**src/rtl/tmr_pkg.sv**
```systemverilog
package tmr_pkg;

  typedef enum logic [1:0] {
    MODE_13B    = 2'd0,
    MODE_16B    = 2'd1,
    MODE_RELOAD = 2'd2,
    MODE_HOLD   = 2'd3
  } tmr_mode_e;

endpackage

```
**src/rtl/tmr_step.sv**
```systemverilog
module tmr_step
  import tmr_pkg::*;
#(
  parameter int BW    = 8,
  parameter int M0_LO = 5
) (
  input  logic [1:0]    mode,
  input  logic [BW-1:0] hi,
  input  logic [BW-1:0] lo,
  output logic [BW-1:0] nxt_hi,
  output logic [BW-1:0] nxt_lo,
  output logic          wrap,
  output logic          active
);

  localparam int FW   = 2 * BW;
  localparam int M0_W = BW + M0_LO;

  // full-width increment, carry in the top bit
  function automatic logic [FW:0] f_inc_full(logic [BW-1:0] h, logic [BW-1:0] l);
    return {1'b0, h, l} + {{FW{1'b0}}, 1'b1};
  endfunction

  // short-count increment over high byte plus low bits of the low byte
  function automatic logic [M0_W:0] f_inc_short(logic [BW-1:0] h, logic [BW-1:0] l);
    logic [M0_W-1:0] v;
    v = {h, l[M0_LO-1:0]};
    return {1'b0, v} + {{M0_W{1'b0}}, 1'b1};
  endfunction

  // single-byte increment, carry in the top bit
  function automatic logic [BW:0] f_inc_byte(logic [BW-1:0] l);
    return {1'b0, l} + {{BW{1'b0}}, 1'b1};
  endfunction

  tmr_mode_e       m;
  logic [FW:0]     r_full;
  logic [M0_W:0]   r_short;
  logic [BW:0]     r_byte;

  assign m       = tmr_mode_e'(mode);
  assign r_full  = f_inc_full(hi, lo);
  assign r_short = f_inc_short(hi, lo);
  assign r_byte  = f_inc_byte(lo);

  always_comb begin
    nxt_hi = hi;
    nxt_lo = lo;
    wrap   = 1'b0;
    active = 1'b1;
    case (m)
      MODE_13B: begin
        nxt_hi = r_short[M0_W-1:M0_LO];
        nxt_lo = {lo[BW-1:M0_LO], r_short[M0_LO-1:0]};
        wrap   = r_short[M0_W];
      end
      MODE_16B: begin
        nxt_hi = r_full[FW-1:BW];
        nxt_lo = r_full[BW-1:0];
        wrap   = r_full[FW];
      end
      MODE_RELOAD: begin
        wrap   = r_byte[BW];
        nxt_lo = r_byte[BW] ? hi : r_byte[BW-1:0];
      end
      default: begin
        active = 1'b0;
      end
    endcase
  end

endmodule

```
**src/rtl/tmr_byte_reg.sv**
```systemverilog
module tmr_byte_reg #(
  parameter int BW = 8
) (
  input  logic          clk,
  input  logic          rst_n,
  input  logic          wr,
  input  logic [BW-1:0] wd,
  input  logic          upd,
  input  logic [BW-1:0] nd,
  output logic [BW-1:0] q
);

  always_ff @(posedge clk or negedge rst_n) begin
    if (!rst_n)   q <= '0;
    else if (wr)  q <= wd;
    else if (upd) q <= nd;
  end

endmodule

```
**src/rtl/tmr_flag.sv**
```systemverilog
module tmr_flag (
  input  logic clk,
  input  logic rst_n,
  input  logic set,
  input  logic sw_wr,
  input  logic sw_data,
  input  logic ack,
  output logic flag
);

  always_ff @(posedge clk or negedge rst_n) begin
    if (!rst_n)     flag <= 1'b0;
    else if (set)   flag <= 1'b1;
    else if (sw_wr) flag <= sw_data;
    else if (ack)   flag <= 1'b0;
  end

endmodule

```
**src/rtl/tmr_core.sv**
```systemverilog
module tmr_core #(
  parameter int BW    = 8,
  parameter int M0_LO = 5
) (
  input  logic          clk,
  input  logic          rst_n,
  input  logic          tick,
  input  logic          run,
  input  logic [1:0]    mode,
  input  logic          wr_hi,
  input  logic          wr_lo,
  input  logic [BW-1:0] wr_data,
  input  logic          flag_wr,
  input  logic          flag_wd,
  input  logic          int_ack,
  output logic [BW-1:0] cnt_hi,
  output logic [BW-1:0] cnt_lo,
  output logic          ovf_flag
);

  localparam int NBYTE = 2;

  logic [BW-1:0] step_hi, step_lo;
  logic          step_wrap, step_active;
  logic          any_wr;
  logic          step_en;
  logic          roll_ev;

  logic [BW-1:0] byte_q   [NBYTE];
  logic [BW-1:0] byte_nd  [NBYTE];
  logic          byte_wr  [NBYTE];

  tmr_step #(.BW(BW), .M0_LO(M0_LO)) i_step (
    .mode   (mode),
    .hi     (cnt_hi),
    .lo     (cnt_lo),
    .nxt_hi (step_hi),
    .nxt_lo (step_lo),
    .wrap   (step_wrap),
    .active (step_active)
  );

  // a byte write blocks the increment of both bytes
  assign any_wr  = wr_hi | wr_lo;
  assign step_en = run & tick & step_active & ~any_wr;
  assign roll_ev = step_en & step_wrap;

  assign byte_nd[0] = step_lo;
  assign byte_nd[1] = step_hi;
  assign byte_wr[0] = wr_lo;
  assign byte_wr[1] = wr_hi;

  for (genvar g = 0; g < NBYTE; g++) begin : g_byte
    tmr_byte_reg #(.BW(BW)) i_reg (
      .clk   (clk),
      .rst_n (rst_n),
      .wr    (byte_wr[g]),
      .wd    (wr_data),
      .upd   (step_en),
      .nd    (byte_nd[g]),
      .q     (byte_q[g])
    );
  end

  assign cnt_lo = byte_q[0];
  assign cnt_hi = byte_q[1];

  tmr_flag i_flag (
    .clk     (clk),
    .rst_n   (rst_n),
    .set     (roll_ev),
    .sw_wr   (flag_wr),
    .sw_data (flag_wd),
    .ack     (int_ack),
    .flag    (ovf_flag)
  );

endmodule

```
**config.mk**
```make
export PLATFORM = sky130hd
export DESIGN_NAME = tmr_core
export DESIGN_NICKNAME = d
export VERILOG_FILES = /design/src/rtl/tmr_pkg.sv /design/src/rtl/tmr_step.sv /design/src/rtl/tmr_byte_reg.sv /design/src/rtl/tmr_flag.sv /design/src/rtl/tmr_core.sv
export SDC_FILE = /design/constraint.sdc
export NUM_CORES = 1
export LEC_CHECK = 0
export BUFFER_PORTS_ARGS = -buffer_cell sky130_fd_sc_hd__buf_2
export CORE_ASPECT_RATIO = 0.8
export CORE_MARGIN = 4
export CORE_UTILIZATION = 53
export DETAILED_ROUTE_END_ITERATION = 16
export GPL_ROUTABILITY_DRIVEN = 1
export PLACE_DENSITY = 0.8
export SLEW_MARGIN = 25
export SYNTH_ARGS = -nofsm -noshare
export SYNTH_HDL_FRONTEND = slang
export SYNTH_HIERARCHICAL = 1
export SYNTH_SLANG_ARGS = --single-unit
```
**constraint.sdc**
```tcl
create_clock -name clk -period 2.15 [get_ports clk]
set_input_delay 0.1075 -clock clk [delete_from_list [all_inputs] [get_ports clk]]
set_output_delay 0.1075 -clock clk [all_outputs]
set_load 0.02 [all_outputs]
```
==> summary.md, run 1 <==
| Metric | Value |
|---|---|
| First-pass DRT Iterations | 5 |
| Distinct cells, synth | 44 |
| Placer Congestion | ~0.90 |
| Clk root buf | clkbuf_4 |
| Initial antenna violation count | 0 |
| M2 GR Usage | 40.7% |
| Synthesized instance count | 172 |
| Post-Syn Area | ~1400 sq um |
| Met1 usage | 29.3% |
| Layout cells sized above 1 | 24.3% |
| Reg area | 425 sq um |
| Hold Crit Depth | 3 |
| Inserted Diodes | 0 |
| Area of the multi-input gates | 945 sq um |
| Final setup TNS | 0 ns |
| Vias in the first global route | 1,401 |
| Setup CP Type | reg -> reg |
| Path depth of the worst reg2reg path | 7 |
| Remaining antenna violation count after routing | 0 |
| Crit path required time | 2.39 ns |
| Status | completed |
| Maxcap violations | 0 |
| Final worst path period share | 88.9% |
| WL final | 3970 um |
| Worst VDD drop | 0.361 mV |
| Lkg Pwr | 0.651 nW |
| Post-Syn Nets | 192 |
| Grt met3 use | under 10% |
| Hold/Removal Path Class | in -> reg |
| Pin count of the biggest net entering global routing | 22 |
| #FFs+latches synth | 17 |
| Share of Yosys cell area claimed by the top area cell type | between 20% and 30% |
| Fill cells | 230 |
| CP Launch Type | flip-flop |
| Pwr dens | 517 nW/um^2 |
| Clock Skew | about 0.0054 ns |
| Clock buffer depth | 2 |
| Sequential area share after synthesis | 29.5% |
| Clk_lat worst skew | 0.30 ns |
| Count leader, synth | nand2_1 |
| Die area | 3630 sq um |
| Core area | about 2500 sq um |
| Critical path arrival | 2.15 ns |
| All-layer global routing usage | approximately a quarter |
| Die height | between 50 and 60 um |
| Via/cell ratio | 6.11 |
| Ys async rst share | between 90% and 100% |
| DRT iter0 DRCs | 125 |
| Endpoints failing setup | 0 |
| Pwr Total | 861 uW |
| CTS buffer count | 3 |
| Placement Rows | 16 |
| Unrepaired setup endpoints after global routing | no |
| Final Hold Fails | 0 |
| WHS | 0.0250 ns |
| Total grt overflow | 0 |
| CTS H-tree depth | 1 |
| Die width | 66.3 um |
| CTS sink cnt | 17 |
| Worst-Margin Slew | 0.428 ns |
| Ys flop type | dfrtp_1 |
| Setup WS post-layout | 0.238 ns |
| GRT Max-Usage Layer | met2 |
| DR WL/cell | 16.4 um |
| Post-detail-place hpwl | 2900 um |
| Post-synth EDFFs | 0 |
| Worst rel slew slack | a little under three quarters |
| Syn Area/Cell | 8.39 sq um |
| DR DRC count | 0 |
| Minimum clock period | about 1.9 ns |
| Via count | about 1,500 |
| Synth area leaders | dfrtp_1 (29%), mux2i_1 (11%), nand2_1 (6.5%) |
| Worst slack, placed | 0.278 ns |
| Top cell type by total area after synthesis | dfrtp_1 |
| First-pass GRT wire length | 6440 um |
| TritonCTS clock tree | done |
| Worst-path maximum fanout | 6 |
| Layout area overhead | 15.5% |
| PortBufs | 35 |
| CTS clk-pin slew, worst paths | 0.11 ns |
| Fmax | about 0.52 GHz |
| Synth cell count leaders | nand2_1 (25), o21ai_1 (18), dfrtp_1 (17) |
| Yosys warns | 6 |
| Crit. End Element | flip-flop |
| IO Count | 36 |
| Nets | 227 |
| Initial core utilization | 57.2% |
| Max Slew Vio Count | 0 |
-- worst max-delay path, cell delays in order (launching register included) --
cell     delay [ns]
dfrtp_1        0.37
ha_1           0.31
nand4_4        0.15
or2_4          0.31
a311o_1        0.32
a31oi_1        0.18
mux2i_1        0.09
o21ai_1        0.12
-- through the flow --
step / instance area, sq um / instances / util (%)
floorplan: 1440 / 172 / -
global placement: 1620 / 236 / 64.2
detailed placement: 1620 / 236 / 64.2
CTS: 1670 / 242 / 66.1
global route: 1670 / 242 / 66.1
finish: 1670 / 242 / 66.1
-- power breakdown --
part | internal (mW) | total, mW | leakage (nW) | switching (mW)
sequential | 0.349 | 0.407 | 0.207 | 0.0582
combinational | 0.112 | 0.270 | 0.429 | 0.159
clock | 0.0724 | 0.183 | 0.0150 | 0.111
total | 0.533 | 0.861 | 0.651 | 0.328
-- timing repair --
item	CTS	global route
buffers inserted	0	0
hold buffers	2	0
endpoints found under the hold margin	18	0
setup endpoints to repair	0	0
gates resized for setup	0	0
-- worst paths after layout --
check                                                 start                          endpoint  slack (ns)
max in group asynchronous                             rst_n  g_byte[0].i_reg/q[2]$_DFFE_PN0P_        1.60
hold / removal                                   wr_data[5]  g_byte[0].i_reg/q[5]$_DFFE_PN0P_        0.03
hold reg to reg                     i_flag/flag$_DFFE_PN0P_           i_flag/flag$_DFFE_PN0P_        0.54
setup reg to reg           g_byte[0].i_reg/q[1]$_DFFE_PN0P_  g_byte[0].i_reg/q[5]$_DFFE_PN0P_        0.24
min in group asynchronous                             rst_n  g_byte[1].i_reg/q[7]$_DFFE_PN0P_        0.25
setup / recovery           g_byte[0].i_reg/q[1]$_DFFE_PN0P_  g_byte[0].i_reg/q[5]$_DFFE_PN0P_        0.24
-- logic make-up (layout without fill, tap and decap cells) --
kind of cell / after synthesis / after routing / synth area share (%)
xor+xnor: 10 / 10 / 6.07
buf+inv: 12 / 46 / 5.38
mux: 16 / 16 / 11.1
compound gates: 54 / 54 / 23.0
fa+ha+maj: 1 / 1 / 0.867
flops: 17 / 17 / 29.5
simple gates: 62 / 62 / 24.1
-- cell type report --
class | count | area share (%)
clock buffer | 4 | 1.58
inverter | 2 | 0.450
multi-input combinational | 143 | 56.7
sequential | 17 | 25.5
tap | 36 | 2.70
timing repair buffer | 40 | 13.1
-- routing by layer --
layer | routed length [um] | vias to the layer above
met1 | 1680 | 693
met2 | 1910 | 72
met3 | 353 | 4
li1 | - | 710
met5 | 0 | -
met4 | 32 | 0
-- placed cells by master (no fill, tap or decap), types with 2 or more instances in the layout --
cell type / Yosys / routed
a21oi_1: 9 / 9
a311o_1: 2 / 2
a31oi_1: 3 / 3
and2_1: 2 / 2
and4_1: 2 / 2
buf_2: 2 / 35
buf_4: 0 / 3
clkbuf_4: 0 / 3
dfrtp_1: 17 / 17
dlygate4sd3_1: 0 / 2
inv_1: 2 / 2
mux2i_1: 16 / 16
nand2_1: 25 / 25
nand3_1: 5 / 5
nand3_2: 2 / 2
nand4_1: 4 / 4
nor2_1: 6 / 6
nor2b_1: 3 / 3
nor3_1: 3 / 2
nor3_2: 1 / 2
o2111ai_1: 2 / 2
o211ai_1: 3 / 3
o21ai_0: 7 / 7
o21ai_1: 18 / 18
o2bb2ai_1: 2 / 2
or2_2: 2 / 2
xnor2_1: 9 / 9
-- sequential cells by signal, summed over array words and instances, names as in the netlist --
register and cells:
g_byte.i_reg/q 16, i_flag/flag 1
(Power assumes the default switching activity.)
==> run 2: changes to the inputs <==
- CORE_UTILIZATION: 53 -> 48
- PLACE_DENSITY: 0.8 -> 0.73
- SETUP_SLACK_MARGIN: unset -> 0.3
==> summary.md, run 2 (synthesis gave the netlist of run 1 again) <==
| Metric | Value |
|---|---|
| Pwr Total | 976 uW |
| IO Count | 36 |
| Remaining antenna violation count after routing | 0 |
| Met2 wire len | 2010 um |
| Largest reg by FF count | g_byte.i_reg/q |
| Status | completed |
| CTS sink cnt | 17 |
| Crit path required time | 2.34 ns |
| Hold/Removal Path Class | in -> reg |
| Clock Skew | 0.00740 ns |
| Path depth of the worst reg2reg path | 7 |
| Max FFs per register | 16 |
| Die width | 69.3 um |
| Via count | 1,512 |
| Stages on the worst setup path | 7 |
| DR WL/cell | 16.9 um |
| Fmax | ~0.55 GHz |
| Placement Rows | 17 |
| Core area | 2810 sq um |
| CP Launch Type | flip-flop |
| Clk_lat worst skew | 0.26 ns |
| Commonest non-fill, non-tap cell in the layout | buf_2 |
| Pwr dens | 533 nW/um^2 |
| First-pass DRT Iterations | 5 |
| CP bufs+invs | 0 |
| CTS buffer count | 3 |
| DRT iter0 DRCs | 114 |
| Inserted Diodes | 0 |
| Minimum clock period | approximately 1.8 ns |
| Worst-path maximum fanout | 6 |
| CP peak stage delay | 0.44 ns |
| Endpoints failing setup | 0 |
| Setup CP Type | reg -> reg |
| Max Slew Vio Count | 0 |
| Setup WS post-layout | 0.340 ns |
| All-layer global routing usage | 20.8% |
| Slowest-stage cell, CP | dfrtp_2 |
| TritonCTS clock tree | done |
| CTS clk-pin slew, worst paths | about 0.070 ns |
| First-pass GRT wire length | 6600 um |
| Die height | between 50 and 60 um |
| Unrepaired setup endpoints after global routing | yes |
| Cells along the critical path | ha_4, nand4_4, or2_4, a311o_1, a31oi_1, mux2i_1, o21ai_1 |
| Hold Crit Depth | 2 |
| Via/cell ratio | approximately 6 |
| CP top delay family | compound AO/OA/AOI/OAI gates |
| Worst VDD drop | 0.424 mV |
| Vias in the first global route | approximately 1,300 |
| Uppermost layer routed | met4 |
| Layout cells sized above 1 | between 30% and 40% |
| CTS H-tree depth | 1 |
| Initial antenna violation count | 0 |
| Layout area overhead | 27.0% |
| Clock buffer depth | 2 |
| Placer Congestion | a little over 0.9 |
| Worst slack, placed | between 0.2 and 0.3 ns |
| Pin count of the biggest net entering global routing | 22 |
| Initial core utilization | 51.4% |
| Die area | around 4000 sq um |
| Final Hold Fails | 0 |
| Lkg Pwr | 0.712 nW |
| Routed length on met1 | 1880 um |
| Clk root buf | clkbuf_8 |
| Final worst path period share | between 80% and 90% |
| Commonest non-fill, non-tap cells in the layout | buf_2 (35), nand2_1 (24), o21ai_1 (19), mux2i_1 (16), buf_4 (12) |
| Post-detail-place hpwl | 2870 um |
| Worst rel slew slack | 72.0% |
| WL final | around 4300 um |
| Critical path arrival | roughly 2 ns |
| WL met3 | about 330 um |
| Total grt overflow | 0 |
| Crit. End Element | flip-flop |
| Biggest regs | g_byte.i_reg/q: 16 flops, i_flag/flag: 1 flops |
| DR DRC count | 0 |
| Worst-Margin Slew | roughly 0.42 ns |
| Maxcap violations | 0 |
| Final setup TNS | 0 ns |
| PortBufs | 35 |
| Nets | 237 |
==> run 2: final cells by class <==
class                   instances  area (sq um)
flip-flops and latches         17           434
repair buffers                 50           292
well taps                      38          47.5
multi-input cells             143          1010
fillers                       255           976
clock buffers                   4          45.0
inverters                       2          7.51
==> run 2: metal layers <==
metal | global-route usage, % | up-vias
met2 | 32.2 | 61
li1 | - | 728
met5 | 0 | -
met1 | 28.6 | 711
met3 | 5.81 | 12
met4 | 5.85 | 0
==> run 2: timing repair <==
| item | 4_1_cts | 5_1_grt |
|---|---|---|
| hold endpoints to repair | 17 | 0 |
| pin swaps | 0 | 2 |
| setup endpoints to repair | 8 | 8 |
| setup buffers | 1 | 12 |
| hold buffers | 1 | 0 |
| gates resized for setup | 5 | 13 |
==> run 2: stage by stage <==
stage / cell area [sq um] / hold slack [ns] / cells / utilization, %
6_report: 1830 / 0.0154 / 254 / 65.2
5_1_grt: 1830 / 0.0212 / 254 / 65.2
4_1_cts: 1690 / 0.0110 / 242 / 60.2
3_3_place_gp: 1610 / 0.0574 / 236 / 57.4
2_1_floorplan: 1450 / -0.188 / 172 / -
3_5_place_dp: 1610 / 0.0646 / 236 / 57.4
==> run 2: power by group <==
part	internal [mW]	switching [mW]	total (mW)	leakage, nW
sequential	0.352	0.0588	0.411	0.200
clock	0.132	0.121	0.253	0.0228
combinational	0.136	0.176	0.312	0.489
==> run 2: final timing paths <==
path	from	endpoint	slack, ns
max in group asynchronous	rst_n	g_byte[0].i_reg/q[1]$_DFFE_PN0P_	1.51
worst min-delay path	int_ack	i_flag/flag$_DFFE_PN0P_	0.02
worst min register to register	i_flag/flag$_DFFE_PN0P_	i_flag/flag$_DFFE_PN0P_	0.53
min in group asynchronous	rst_n	g_byte[1].i_reg/q[6]$_DFFE_PN0P_	0.31
worst max-delay path	g_byte[0].i_reg/q[1]$_DFFE_PN0P_	g_byte[0].i_reg/q[5]$_DFFE_PN0P_	0.34
worst max register to register	g_byte[0].i_reg/q[1]$_DFFE_PN0P_	g_byte[0].i_reg/q[5]$_DFFE_PN0P_	0.34
